`config.mk`:
```
export PLATFORM = sky130hd
export DESIGN_NAME = ctx_swap_unit
export DESIGN_NICKNAME = d
export VERILOG_FILES = /design/src/rtl/swap_pkg.sv /design/src/rtl/swap_evq.sv /design/src/rtl/swap_ctl.sv /design/src/rtl/swap_ctx_bank.sv /design/src/rtl/ctx_swap_unit.sv
export SDC_FILE = /design/constraint.sdc
export NUM_CORES = 1
export LEC_CHECK = 0
export BUFFER_PORTS_ARGS = -buffer_cell sky130_fd_sc_hd__buf_4
export CORE_ASPECT_RATIO = 0.5
export CORE_MARGIN = 2
export CORE_UTILIZATION = 47
export DETAILED_ROUTE_END_ITERATION = 8
export PLACE_DENSITY = 0.76
export SYNTH_ARGS = -nofsm -noshare
export SYNTH_HDL_FRONTEND = slang
export SYNTH_SLANG_ARGS = --single-unit
```
`constraint.sdc`:
```
create_clock -name clk -period 1.85 [get_ports clk]
set_input_delay 0.0925 -clock clk [delete_from_list [all_inputs] [get_ports clk]]
set_output_delay 0.0925 -clock clk [all_outputs]
set_load 0.02 [all_outputs]
```
`src/rtl/swap_pkg.sv`:
```
package swap_pkg;

    parameter int CTX_PC_W   = 16;
    parameter int CTX_FLAG_W = 4;
    localparam int CTX_WORD_W = CTX_PC_W + CTX_FLAG_W;

    // One context packs into a single word: PC in the upper bits, flags below.
    typedef struct packed {
        logic [CTX_PC_W-1:0]   pc;
        logic [CTX_FLAG_W-1:0] flags;
    } ctx_t;

    typedef enum logic {
        SW_IDLE     = 1'b0,
        SW_REDIRECT = 1'b1
    } swap_state_e;

    function automatic ctx_t ctx_init(input logic [CTX_PC_W-1:0] start);
        ctx_t c;
        c.pc    = start;
        c.flags = '0;
        return c;
    endfunction

endpackage

```
`src/rtl/swap_evq.sv`:
```
module swap_evq #(
    parameter int N_EV = 4
) (
    input  logic            clk,
    input  logic            rst,
    input  logic [N_EV-1:0] ev_i,
    input  logic [N_EV-1:0] mask_i,
    input  logic            en_i,
    output logic            hit_o
);
    logic [N_EV-1:0] ev_prev;
    logic [N_EV-1:0] line_hit;

    always_ff @(posedge clk) begin
        if (rst) ev_prev <= '0;
        else     ev_prev <= ev_i;
    end

    // A line counts only on its rising edge and only while its mask bit is set.
    for (genvar g = 0; g < N_EV; g++) begin : g_line
        assign line_hit[g] = ev_i[g] & ~ev_prev[g] & mask_i[g];
    end

    assign hit_o = en_i & (|line_hit);

endmodule

```
`src/rtl/swap_ctl.sv`:
```
module swap_ctl
    import swap_pkg::*;
(
    input  logic clk,
    input  logic rst,
    input  logic bnd_i,
    input  logic sw_req_i,
    input  logic hw_req_i,
    output logic take_o,
    output logic upd_o,
    output logic redirect_o
);
    swap_state_e state;
    logic        pend;
    logic        req_now;

    assign req_now    = sw_req_i | hw_req_i;
    assign redirect_o = (state == SW_REDIRECT);
    assign upd_o      = bnd_i & ~redirect_o;
    assign take_o     = upd_o & (pend | req_now);

    always_ff @(posedge clk) begin
        if (rst) begin
            state <= SW_IDLE;
            pend  <= 1'b0;
        end else begin
            state <= take_o ? SW_REDIRECT : SW_IDLE;
            if (take_o) pend <= 1'b0;
            else        pend <= pend | req_now;
        end
    end

endmodule

```
`src/rtl/swap_ctx_bank.sv`:
```
module swap_ctx_bank
    import swap_pkg::*;
#(
    parameter logic [CTX_PC_W-1:0] START0 = '0,
    parameter logic [CTX_PC_W-1:0] START1 = '0
) (
    input  logic clk,
    input  logic rst,
    input  logic upd_i,
    input  logic take_i,
    input  ctx_t resume_i,
    output ctx_t active_o,
    output logic act_o
);
    localparam int N_CTX = 2;

    ctx_t slot [N_CTX];
    logic act;

    for (genvar g = 0; g < N_CTX; g++) begin : g_slot
        localparam logic [CTX_PC_W-1:0] START = (g == 0) ? START0 : START1;
        always_ff @(posedge clk) begin
            if (rst)                              slot[g] <= ctx_init(START);
            else if (upd_i && (act == 1'(g)))     slot[g] <= resume_i;
        end
    end

    always_ff @(posedge clk) begin
        if (rst)         act <= 1'b0;
        else if (take_i) act <= ~act;
    end

    assign active_o = slot[act];
    assign act_o    = act;

endmodule

```
`src/rtl/ctx_swap_unit.sv`:
```
module ctx_swap_unit
    import swap_pkg::*;
#(
    parameter int                  N_EV   = 4,
    parameter logic [CTX_PC_W-1:0] START0 = 16'h0000,
    parameter logic [CTX_PC_W-1:0] START1 = 16'h0800
) (
    input  logic                  clk,
    input  logic                  rst,
    input  logic                  bnd_i,
    input  logic [CTX_PC_W-1:0]   resume_pc_i,
    input  logic [CTX_FLAG_W-1:0] resume_flags_i,
    input  logic                  sw_swap_i,
    input  logic                  hw_en_i,
    input  logic [N_EV-1:0]       ev_mask_i,
    input  logic [N_EV-1:0]       ev_i,
    output logic [CTX_PC_W-1:0]   pc_o,
    output logic [CTX_FLAG_W-1:0] flags_o,
    output logic                  ctx_id_o,
    output logic                  redirect_o
);
    logic hw_req, take, upd;
    ctx_t resume, active;

    assign resume.pc    = resume_pc_i;
    assign resume.flags = resume_flags_i;

    swap_evq #(.N_EV(N_EV)) u_evq (
        .clk    (clk),
        .rst    (rst),
        .ev_i   (ev_i),
        .mask_i (ev_mask_i),
        .en_i   (hw_en_i),
        .hit_o  (hw_req)
    );

    swap_ctl u_ctl (
        .clk        (clk),
        .rst        (rst),
        .bnd_i      (bnd_i),
        .sw_req_i   (sw_swap_i),
        .hw_req_i   (hw_req),
        .take_o     (take),
        .upd_o      (upd),
        .redirect_o (redirect_o)
    );

    swap_ctx_bank #(.START0(START0), .START1(START1)) u_bank (
        .clk      (clk),
        .rst      (rst),
        .upd_i    (upd),
        .take_i   (take),
        .resume_i (resume),
        .active_o (active),
        .act_o    (ctx_id_o)
    );

    assign pc_o    = active.pc;
    assign flags_o = active.flags;

endmodule

```
==> impl_metrics.ini <==
[status]
status = complete, no violations

[timing]
slew_viol_final = 0
skew_ps = 8.70
fin_crit_ps = 1530
final_hold_viol_count = 0
slew_headroom_pct = 79.7
rsz0062_at_grt = no
period_share_pct = 82.9
whs_ps = 11.9
clock.fmax_ghz = 0.652
worst_pin_slew_ps = 304
tns_ps = 0
finalSetupViolations = 0

[global_route]
antenna_found_initial = 0
grt-ovfl-total = 0
met3_usage_pct = 5.06
grt.met2_usage_pct = 26.2
gr-usage-met1_pct = 19.4
grtUsageTotal_pct = 15.7
grt_pass1_wl_um = 5760
busiest_layer = met2
grt_pass1_vias = 1221
grt_max_degree = 21

[setup_path]
r2r_cells = 3
cp-start-kind = flip-flop
worst_r2r_endpoint = u_bank.act_o$_SDFFE_PP0P_
rrSetupSlack_ps = 500
required_ps = 1760
cp_data_arrival_time_ps = 1440
critical_path_class = flip-flop to primary output
reg2reg_from = u_bank.act_o$_SDFFE_PP0P_
crit_fanout = 20
end_kind = primary output

[synthesis]
synth_xor_area_share_pct = 0
syn_nets = 176
netlist_instances = 143
synth_area_leader_cell = edfxtp_1
synth-seq-area-share_pct = 65.9
ys_types = 24
syn_avg_cell_area_um2 = 14.4
syn_area_mm2 = 0.00206
synth-simple-area-share_pct = 18.0
synth_top_cell_area_share_pct = 58.2
ys_seq_elements = 48
synth_area_leaders = edfxtp_1 58%, and2_1 12%, mux2_2 11%
synth_mux_area_share_pct = 10.9
yosys_warnings = 0
synth_top_family_by_area = simple AND/OR/NAND/NOR gates
synth-adder-area-share_pct = 0
synth_compound_area_share_pct = 3.70

[layout]
drive_gt1_share_pct = 45.9
synthToLayoutAreaGrowth_pct = 30.6
fin_util_pct = 66.3
postLayoutCellArea_mm2 = 0.00270
nets = 237
num_antenna_cells = 0

[drt]
postRouteAntennaNets = 0
drc = 0
routed_wl_um = 3630
via_count = 1276
drt_iter0_markers = 57
firstDrtPassIters = 4
via_per_inst = 4.93
routedWlPerCell_um = 14.0

[clocking]
clockBufferDepth = 2
numCtsBuffers = 5
clk_pin_slew_worst_paths_ps = 80
clock-sinks = 48
htreeDepth = 2
cts-resized-gates = 0
cts_tree = built
cts-root-buf = clkbuf_8
clock_latency_ps = 300

[floorplan]
core_area_mm2 = 0.00406
die_x_um = 97.7
initial_core_util_pct = 50.8
rows = 16
pin_count = 55
die_y_um = 50.9
dieArea_mm2 = 0.00497

[flow_run]
cap_violations = 0

[min_path]
hold_depth = 2
hold_start = ev_i[2]
hold_end = u_evq.ev_prev[2]$_SDFF_PP0_
hold_path_class = primary input to flip-flop

[place]
place.gp.congestion = 0.837
place_area_mm2 = 0.00257
port_buffers = 54

[power]
peakVddDrop_v = 0.000492
leakagePower_uw = 0.00114
cellPowerDensity_mw_per_mm2 = 977
-- worst max path at each step --
stage                           startpoint                         endpoint  slack [ps]  cells past startpoint
5_1_grt                          flip-flop                          pc_o[1]         240                      3
3_5_place_dp     u_bank.act_o$_SDFFE_PP0P_        u_bank.act_o$_SDFFE_PP0P_         520                      3
2_1_floorplan  u_ctl.redirect_o$_SDFF_PP0_  u_bank.slot[0][0]$_SDFFCE_PN0P_         300                      2
4_1_cts                          flip-flop                          pc_o[1]         290                      3
3_3_place_gp     u_bank.act_o$_SDFFE_PP0P_                        flip-flop         560                      3
6_report                         flip-flop                          pc_o[1]         320                      3
-- report_power, final --
group | total (uW) | internal, uW | switching [uW]
registers | 1310 | 1280 | 33.3
logic | 561 | 281 | 280
clock network | 760 | 407 | 353
total | 2630 | 1970 | 666
-- what timing repair did --
action	CTS	global route
setup buffers	0	0
hold endpoints to repair	1	0
hold buffers	1	0
-- registers in the layout, indices dropped and copies added (netlist names), named ones only --
signal	count
u_ctl.pend	1
u_ctl.redirect_o	1
u_evq.ev_prev	4
u_bank.slot	40
u_bank.act_o	1
-- cells in the mapped netlist (all sizes together) --
cell     n
nand2    3
nor2     1
clkbuf   4
and2    39
nor3b    2
a211oi   2
nor4b    1
nor2b    5
nor3     1
mux2    20
o211a    1
nand3b   2
o22ai    1
buf      3
or4      2
nand2b   2
edfxtp  40
o21ai    4
dfxtp    8
a21o     1
o21bai   1
-- layout by cell type (no fill, tap or decap), types with 2 or more instances in the layout --
cell type   n
buf_4      60
edfxtp_1   40
and2_1     39
mux2_2     20
dfxtp_1     8
nor2b_1     5
clkbuf_8    5
nand2_1     3
nand2b_1    2
a211oi_1    2
o21ai_1     2
or4_1       2
clkinv_4    2
-- kinds of logic (layout without fill, tap and decap cells) --
logic type	Yosys count	count (layout)
AOI/OAI and AO/OA	10	10
DFF	48	48
and+or+nand+nor	58	58
buffers and inverters	7	69
muxes	20	20
-- area by class of cell --
cell class              instances  area, um^2
well taps                      54        67.6
clock inverters                 3        47.5
multi-input cells              88         691
clock buffers                   5        68.8
flip-flops and latches         48        1360
fillers                       326        1370
repair buffers                 61         460
-- critical path, cell delays in order (launching register included) --
cell	delay [ps]
dfxtp_1	320
buf_4	270
mux2_2	390
buf_4	160
-- metal layers --
metal / routed length (um) / part of all wire, %
met5: 0 / 0
met4: 41 / 1.1
met3: 194 / 5.3
met2: 1810 / 50
met1: 1580 / 44
-- per-stage QoR --
stage	setup slack, ps	cells	power, uW
after floorplan	296	143	1660
after global placement	557	250	1900
after detailed placement	517	250	1910
after CTS	288	259	2670
after global routing	245	259	2740
final	316	259	2630
Power figures use the tool's default switching activity.
